File: config.mk
export PLATFORM = sky130hd
export DESIGN_NAME = async_rx_addr
export DESIGN_NICKNAME = d
export VERILOG_FILES = /design/src/rtl/rx_pkg.sv /design/src/rtl/rx_sampler.sv /design/src/rtl/rx_framer.sv /design/src/rtl/rx_buffer.sv /design/src/rtl/async_rx_addr.sv
export SDC_FILE = /design/constraint.sdc
export NUM_CORES = 1
export LEC_CHECK = 0
export CAP_MARGIN = 10
export CORE_MARGIN = 4
export CORE_UTILIZATION = 62
export DETAILED_ROUTE_END_ITERATION = 12
export GPL_TIMING_DRIVEN = 0
export PLACE_DENSITY_LB_ADDON = 0.12
export SLEW_MARGIN = 20
export SYNTH_ARGS = -nofsm -noshare
export SYNTH_HDL_FRONTEND = slang
export SYNTH_HIERARCHICAL = 1
export SYNTH_SLANG_ARGS = --single-unit
File: constraint.sdc
create_clock -name clk_i -period 2.6 [get_ports clk_i]
set_input_delay 0.78 -clock clk_i [delete_from_list [all_inputs] [get_ports clk_i]]
set_output_delay 0.78 -clock clk_i [all_outputs]
set_load 0.02 [all_outputs]
File: src/rtl/rx_pkg.sv
package rx_pkg;

  typedef struct packed {
    logic [8:0] dat;
    logic       fe;
    logic       pe;
    logic       ovr;
  } rx_char_t;

  typedef enum logic [2:0] {
    ST_IDLE,
    ST_START,
    ST_DATA,
    ST_PAR,
    ST_STOP
  } rx_state_e;

  localparam logic [2:0] SIZE_NINE = 3'b111;

  function automatic logic [3:0] data_len(input logic [2:0] code);
    case (code)
      3'b000:  data_len = 4'd5;
      3'b001:  data_len = 4'd6;
      3'b010:  data_len = 4'd7;
      3'b111:  data_len = 4'd9;
      default: data_len = 4'd8;
    endcase
  endfunction

endpackage

File: src/rtl/rx_sampler.sv
module rx_sampler #(
  parameter int OSR_NORMAL = 16,
  parameter int OSR_DOUBLE = 8
) (
  input  logic clk_i,
  input  logic rst_ni,
  input  logic tick_i,
  input  logic line_i,
  input  logic dbl_i,
  input  logic hunt_i,
  input  logic arm_i,
  output logic start_o,
  output logic bit_stb_o,
  output logic bit_o
);

  localparam int CW = $clog2(OSR_NORMAL);

  logic [CW-1:0] cnt_q, last, mid, mid_lo, mid_hi;
  logic [1:0]    smp_q;
  logic          hunting, vote;

  assign last    = dbl_i ? CW'(OSR_DOUBLE - 1) : CW'(OSR_NORMAL - 1);
  assign mid     = dbl_i ? CW'(OSR_DOUBLE / 2) : CW'(OSR_NORMAL / 2);
  assign mid_lo  = mid - 1'b1;
  assign mid_hi  = mid + 1'b1;
  // framer lags start_o by one cycle
  assign hunting = hunt_i && !start_o;
  assign vote    = (smp_q[0] & smp_q[1]) | (smp_q[0] & line_i) | (smp_q[1] & line_i);

  always_ff @(posedge clk_i or negedge rst_ni) begin
    if (!rst_ni) begin
      cnt_q     <= '0;
      smp_q     <= '0;
      start_o   <= 1'b0;
      bit_stb_o <= 1'b0;
      bit_o     <= 1'b1;
    end else begin
      start_o   <= 1'b0;
      bit_stb_o <= 1'b0;
      if (hunting) begin
        cnt_q <= '0;
        if (tick_i && arm_i && !line_i) begin
          cnt_q   <= CW'(1);
          start_o <= 1'b1;
        end
      end else if (tick_i) begin
        cnt_q <= (cnt_q == last) ? '0 : cnt_q + 1'b1;
        if (cnt_q == mid_lo) smp_q[0] <= line_i;
        if (cnt_q == mid)    smp_q[1] <= line_i;
        if (cnt_q == mid_hi) begin
          bit_stb_o <= 1'b1;
          bit_o     <= vote;
        end
      end
    end
  end

endmodule

File: src/rtl/rx_framer.sv
module rx_framer
  import rx_pkg::*;
(
  input  logic       clk_i,
  input  logic       rst_ni,
  input  logic       en_i,
  input  logic       start_i,
  input  logic       bit_stb_i,
  input  logic       bit_i,
  input  logic [2:0] size_i,
  input  logic [1:0] par_i,
  input  logic       mpcm_i,
  input  logic [7:0] addr_i,
  output logic       hunt_o,
  output logic       push_o,
  output rx_char_t   char_o
);

  rx_state_e  st_q;
  logic [8:0] sh_q;
  logic [3:0] idx_q, len;
  logic       acc_q, pbit_q, match_q;
  logic       par_en, mp_eff, is_addr, keep;

  assign len     = data_len(size_i);
  assign par_en  = par_i[1];
  assign mp_eff  = mpcm_i && (size_i == SIZE_NINE);
  assign is_addr = mp_eff && sh_q[8];
  assign keep    = !mp_eff || sh_q[8] || match_q;
  assign hunt_o  = (st_q == ST_IDLE);

  always_ff @(posedge clk_i or negedge rst_ni) begin
    if (!rst_ni) begin
      st_q    <= ST_IDLE;
      sh_q    <= '0;
      idx_q   <= '0;
      acc_q   <= 1'b0;
      pbit_q  <= 1'b0;
      match_q <= 1'b0;
      push_o  <= 1'b0;
      char_o  <= '0;
    end else begin
      push_o <= 1'b0;
      if (!en_i) begin
        st_q <= ST_IDLE;
      end else begin
        case (st_q)
          ST_IDLE: if (start_i) begin
            st_q  <= ST_START;
            sh_q  <= '0;
            idx_q <= '0;
            acc_q <= 1'b0;
          end
          ST_START: if (bit_stb_i) st_q <= bit_i ? ST_IDLE : ST_DATA;
          ST_DATA: if (bit_stb_i) begin
            sh_q[idx_q] <= bit_i;
            acc_q       <= acc_q ^ bit_i;
            idx_q       <= idx_q + 4'd1;
            if (idx_q == len - 4'd1) st_q <= par_en ? ST_PAR : ST_STOP;
          end
          ST_PAR: if (bit_stb_i) begin
            pbit_q <= bit_i;
            st_q   <= ST_STOP;
          end
          ST_STOP: if (bit_stb_i) begin
            st_q       <= ST_IDLE;
            push_o     <= keep;
            char_o.dat <= sh_q;
            char_o.fe  <= !bit_i;
            char_o.pe  <= par_en && (acc_q ^ pbit_q ^ par_i[0]);
            char_o.ovr <= 1'b0;
            if (is_addr) match_q <= (sh_q[7:0] == addr_i);
          end
          default: st_q <= ST_IDLE;
        endcase
      end
    end
  end

endmodule

File: src/rtl/rx_buffer.sv
module rx_buffer
  import rx_pkg::*;
(
  input  logic       clk_i,
  input  logic       rst_ni,
  input  logic       push_i,
  input  rx_char_t   char_i,
  input  logic       pop_i,
  output logic       valid_o,
  output rx_char_t   head_o,
  output logic [1:0] fill_o
);

  rx_char_t   ent_q [2];
  logic       hd_q;
  logic [1:0] fill_q;
  logic       do_pop, full, take, lost, wr_idx;

  assign full   = (fill_q == 2'd2);
  assign do_pop = pop_i && (fill_q != 2'd0);
  assign take   = push_i && (!full || do_pop);
  assign lost   = push_i && full && !do_pop;
  assign wr_idx = hd_q ^ (fill_q == 2'd1);

  always_ff @(posedge clk_i or negedge rst_ni) begin
    if (!rst_ni) begin
      ent_q[0] <= '0;
      ent_q[1] <= '0;
      hd_q     <= 1'b0;
      fill_q   <= '0;
    end else begin
      if (do_pop) hd_q <= ~hd_q;
      if (take) ent_q[wr_idx] <= char_i;
      if (lost) ent_q[~hd_q].ovr <= 1'b1;
      fill_q <= fill_q + {1'b0, take} - {1'b0, do_pop};
    end
  end

  assign valid_o = (fill_q != 2'd0);
  assign head_o  = ent_q[hd_q];
  assign fill_o  = fill_q;

endmodule

File: src/rtl/async_rx_addr.sv
module async_rx_addr
  import rx_pkg::*;
#(
  parameter int OSR_NORMAL  = 16,
  parameter int OSR_DOUBLE  = 8,
  parameter int SYNC_STAGES = 2
) (
  input  logic       clk_i,
  input  logic       rst_ni,
  input  logic       rx_en_i,
  input  logic       rx_i,
  input  logic       os_tick_i,
  input  logic       dbl_speed_i,
  input  logic [2:0] char_size_i,
  input  logic [1:0] parity_mode_i,
  input  logic       mpcm_en_i,
  input  logic [7:0] node_addr_i,
  input  logic       rd_i,
  output logic       rx_valid_o,
  output logic [7:0] rx_data_o,
  output logic       rx_bit8_o,
  output logic       frame_err_o,
  output logic       parity_err_o,
  output logic       overrun_o
);

  logic [SYNC_STAGES-1:0] sync_q;
  logic       line, hunt, start, bit_stb, bit_val, push, valid;
  logic [1:0] fill;
  rx_char_t   fr_char, head;

  always_ff @(posedge clk_i or negedge rst_ni) begin
    if (!rst_ni) sync_q <= '1;
    else         sync_q <= {sync_q[SYNC_STAGES-2:0], rx_i};
  end
  assign line = sync_q[SYNC_STAGES-1];

  rx_sampler #(.OSR_NORMAL(OSR_NORMAL), .OSR_DOUBLE(OSR_DOUBLE)) u_smp (
    .clk_i, .rst_ni,
    .tick_i   (os_tick_i),
    .line_i   (line),
    .dbl_i    (dbl_speed_i),
    .hunt_i   (hunt),
    .arm_i    (rx_en_i),
    .start_o  (start),
    .bit_stb_o(bit_stb),
    .bit_o    (bit_val)
  );

  rx_framer u_frm (
    .clk_i, .rst_ni,
    .en_i     (rx_en_i),
    .start_i  (start),
    .bit_stb_i(bit_stb),
    .bit_i    (bit_val),
    .size_i   (char_size_i),
    .par_i    (parity_mode_i),
    .mpcm_i   (mpcm_en_i),
    .addr_i   (node_addr_i),
    .hunt_o   (hunt),
    .push_o   (push),
    .char_o   (fr_char)
  );

  rx_buffer u_buf (
    .clk_i, .rst_ni,
    .push_i (push),
    .char_i (fr_char),
    .pop_i  (rd_i),
    .valid_o(valid),
    .head_o (head),
    .fill_o (fill)
  );

  assign rx_valid_o   = valid;
  assign rx_data_o    = valid ? head.dat[7:0] : 8'h00;
  assign rx_bit8_o    = valid && head.dat[8];
  assign frame_err_o  = valid && head.fe;
  assign parity_err_o = valid && head.pe;
  assign overrun_o    = valid && head.ovr;

endmodule

[Word-level counts from Yosys, hierarchy flattened]
Cells that the tools add are included.
Storage, ports and cells
  word-level logic and storage cells: 166
  input port bits: 21
  register bits after elaboration: 69
  output and inout bits: 13
Operators by class
  multiplexer cells: 49
  order comparisons: 7
  eq/ne operators: 23
  reductions and logical operators: 39
  bitwise operators: 14
  $add $sub $neg: 7
Operators with widths (number)
  $bwmux 24: 2
  $mux 12: 4
  $mux 24: 2
  $mux 4: 7
  $demux 12 s1: 2
  $mux 3: 8
  $eq 4x4->1: 5
  $mux 9: 2
  $pmux 9 s2: 1
  $logic_and 1x1->1: 17
  $pmux 4 s4: 1
  $ne 3x3->1 const B: 5
  $pmux 3 s5: 1
  $reduce_and 3->1: 5
  $mux 1: 13
  $add 4x1->4 const B: 3
  $bwmux 9: 1
  $eq 3x2->1 const B: 3
  $eq 8x8->1: 1
  $mux 8: 1
  $pmux 4 s2: 1
  $reduce_and 4->1: 2
  $sub 4x1->4 const B: 2
  $eq 3x1->1 const B: 2
  other kinds (24): 48

[Longest topological paths before layout]
  word-level depth: 11
  mapped depth: 7
  mapped depth without buffers: 7

[By module]
Netlist, hierarchy kept.
By module, submodules not included
  rx_framer: seq. area each 775.7 um^2, cells each 179, times used 1, area an instance 1789.2 um^2
  rx_buffer: seq. area each 675.6 um^2, cells each 86, times used 1, area an instance 1378.8 um^2
  rx_sampler: seq. area each 226.5 um^2, cells each 47, times used 1, area an instance 520.5 um^2
  async_rx_addr: seq. area each 52.6 um^2, cells each 15, times used 1, area an instance 148.9 um^2

[Least setup slack after synthesis]
OpenSTA, ideal clock, no wires.
  path type: reg-to-output
  start point: register u_buf.hd_q
  end point: output overrun_o
  data arrival time: 1.291 ns
  stages on the path, launching flop included: 5
  data required time: 1.820 ns
  path buffers: 2
  path slack: 0.529 ns
  cell sequence: dfrtp_1 buf_2 buf_2 mux2_2 and2_2
RTL lines
  start: declaration: line rx_buffer.sv:15  | logic hd_q;
  start signal: assignment: line rx_buffer.sv:32  | if (do_pop) hd_q <= ~hd_q;
  end: declaration: line async_rx_addr.sv:24  | output logic overrun_o

==> summary.txt <==
STA
  – Min Tclk post-route: 2.53 ns
  – Worst Hold Slack: about 0.34 ns
  – Final worst-path cycle share: a little over nine tenths
  – # setup viols final: 0
  – RSZ-0062 raised after global routing: false
  – Skew final: 0.00833 ns
  – Pins Over Slew Limit: 0
  – F_max: 396 MHz
  – Sum Neg Setup Slack: 0 ns
  – Final Hold Viols: 0

Status
  – Outcome: completed

Yosys
  – Commonest cells post-synth: dfrtp_1 (66), nand2_1 (29), mux2_2 (23)
  – Mapped Area: approximately 3800 um2
  – Cells after Synth: approximately 330
  – Yosys top cell area share: between 40% and 50%
  – Yosys cell types: 62
  – Seq/Total Area, Yosys: a little under half
  – EDFF count, synth: 0
  – Post-Syn Area per Cell: 11.7 um2
  – Main area contributors after synthesis: dfrtp_1 (43%), mux2_4 (7.8%), mux2_2 (6.7%)
  – Ys flop type: dfrtp_1
  – Net Count, Synth: between 300 and 400
  – Async S/R FF share, synth: 100%
  – Yosys warnings: 6
  – Register bit total from synthesis: 69
  – Yosys top cell by area: dfrtp_1
  – Most frequent cell after synthesis: dfrtp_1

Worst setup path
  – R2R setup slack: about 0.76 ns
  – Critical Path AT: around 1.8 ns
  – Worst endpoint required time: around 1.8 ns
  – Worst Reg-to-Reg Cells: 7
  – Critical Path End Type: output port
  – Crit Path Class: reg2out
  – Maximum fanout along the worst path: 10
  – Worst Setup Start Kind: register

Clock network
  – Worst-path clk slew: ~0.080 ns
  – CTS tree: built
  – Htree depth: 3
  – CTS Buffer Depth: 2
  – Worst-skew pair later-pin latency: 0.34 ns
  – CTS sink cnt: around 70
  – Root buffer cell: clkbuf_8
  – CTS Hold Buffers Added: 0
  – CTS Buf Count: 9

GRT
  – Pin count of the biggest net entering global routing: between 40 and 50
  – GRT Total Usage: a little over a fifth
  – Initial antenna violation count: 0
  – First-pass GRT wire length: approximately 13000 um
  – Total grt overflow: 0
  – Number of global-route vias before repair: approximately 2700

Place
  – DP Cell Count: 435
  – RePlAce Congestion: 0.836
  – Buffers on Ports: 32
  – DP HPWL: roughly 5400 um
  – Placed inst area: about 4300 um2

Route
  – Routed length on met1: 3240 um
  – DR pass1 iterations: 4
  – DR vias/cell: ~5.7
  – Via Count: between 2000 and 3000
  – Antenna viol nets, final: 0
  – Post-Route WL: 7300 um
  – DR WL/cell: 16.2 um
  – Max layer used: met4
  – Starting DRT DRC Count: 71
  – Met3 routed WL: around 240 um
  – DRC errors left: 0
  – Met2 routed WL: 3740 um

Power
  – Pint: 0.00162 W
  – Sw Ratio: around 29%
  – PwrDens: a little over 500 nW/um2
  – Combinational share of power: between 10% and 20%
  – Clock share of power: between 30% and 40%
  – Peak supply drop: 0.378 mV
  – Leakage: between 2 and 2.5 nW
  – NetSw: 0.000672 W
  – Sequential Power Share: 50.0%

Floorplanning
  – CORE AREA: 5960 um2
  – Initial Utilization: 64.4%
  – Area of the die: 7510 um2
  – Die Ht: a little under 90 um
  – Die Wd: slightly below 90 um
  – I/O Pins: 34
  – Cell Rows: 28

Finish
  – Syn-to-layout area delta: 15.6%
  – ANT cells: 0
  – Fin nets: roughly 400
  – Final instance area: 4440 um2
  – Fillers: 413
  – Finished Layout Cells: between 400 and 500
  – Share of post-route cells with drive strength above 1: roughly 31%

Job
  – Maxcap violations: 0

Hold path
  – Hold crit path type: in2async
==> cell usage in the layout, fill, tap and decap left out, types with 4 or more instances in the layout <==
cell type / synthesis / routed
dfrtp_1: 66 / 65
nand2_1: 29 / 29
mux2_2: 23 / 23
mux2_4: 20 / 20
o21ai_0: 20 / 20
clkdlybuf4s50_1: 0 / 19
xnor2_1: 14 / 14
a21oi_1: 10 / 10
clkbuf_8: 0 / 9
ha_1: 9 / 9
nor2_1: 9 / 9
and2_2: 8 / 8
clkbuf_2: 1 / 7
mux2i_1: 7 / 7
nand3_1: 7 / 7
buf_6: 5 / 6
a31oi_1: 6 / 6
inv_1: 6 / 6
and2_1: 5 / 5
mux2_1: 5 / 5
buf_2: 7 / 5
nand4_1: 5 / 5
clkinv_2: 0 / 4
buf_4: 2 / 4
dlygate4sd2_1: 0 / 4
==> power groups by stage <==
stage / sequential [W] / clock, W / combinational [W]
6_report: 0.00115 / 0.000743 / 0.000404
5_1_grt: 0.00115 / 0.000825 / 0.000451
4_1_cts: 0.00115 / 0.000763 / 0.000405
3_5_place_dp: 0.00117 / 0 / 0.000398
3_3_place_gp: 0.00116 / 0 / 0.000383
2_1_floorplan: 0.00116 / 0 / 0.000279
==> worst max-delay path, stage by stage, from the launching register on <==
cell             delay, ns
dfrtp_1               0.34
buf_6                 0.13
buf_8                 0.15
mux2_2                0.34
and2_1                0.16
clkdlybuf4s15_1       0.28
==> cell type report <==
| cell class | instances | area (um2) | share of cell area, % |
|---|---|---|---|
| Multi-Input combinational cell | 234 | 1950 | 43.9 |
| Sequential cell | 69 | 1730 | 39.0 |
| Timing Repair Buffer | 34 | 318 | 7.17 |
| Buffer | 17 | 151 | 3.41 |
| Clock buffer | 9 | 124 | 2.79 |
| Tap cell | 75 | 93.8 | 2.12 |
| Clock inverter | 7 | 42.5 | 0.959 |
| Inverter | 7 | 26.3 | 0.592 |
==> final timing paths <==
check                                      from               to
max in group asynchronous                rst_ni      u_smp/bit_o
worst min register to register        sync_q[0]        sync_q[1]
worst max-delay path                 u_buf/hd_q     rx_data_o[3]
worst min-delay path                     rst_ni  u_buf/ent_q[16]
min in group clk_i                    sync_q[0]        sync_q[1]
worst max register to register  u_buf/fill_o[0]  u_buf/fill_o[1]
==> what timing repair did <==
action | CTS | global route
buffers inserted | 1 | 0
gates resized for setup | 18 | 15
setup endpoints to repair | 12 | 10
==> metal layers <==
layer / vias to the layer above / global-route usage, %
met5: - / 0
met4: 0 / 6.80
met3: 5 / 4.66
met2: 34 / 37.0
met1: 1295 / 28.3
li1: 1251 / -
==> sequential cells by signal, summed over array words and instances, names as in the netlist, 2 cells and up <==
register	cells
u_buf/ent_q	24
u_frm/char_o	11
u_frm/sh_q	9
u_frm/idx_q	4
u_smp/cnt_q	4
u_frm/st_q	3
sync_q	2
u_buf/fill_o	2
u_smp/smp_q	2
==> logic make-up after synthesis <==
family / synth area share (%)
and+or+nand+nor: 16.5
DFF: 45.1
muxes: 17.9
AOI/OAI and AO/OA: 8.41
buffers and inverters: 4.21
xor gates and xnor gates: 4.60
adders and majority gates: 3.20
other: 0.0977
==> stage by stage <==
stage | total power, W | setup slack [ns] | utilization, %
2_1_floorplan | 0.00144 | 0.529 | -
3_5_place_dp | 0.00156 | -0.144 | 71.8
3_3_place_gp | 0.00155 | -1.54 | 71.4
4_1_cts | 0.00231 | 0.000712 | 74.8
5_1_grt | 0.00243 | 0.00603 | 74.5
6_report | 0.00229 | 0.0716 | 74.5
Power figures use the tool's default switching activity.
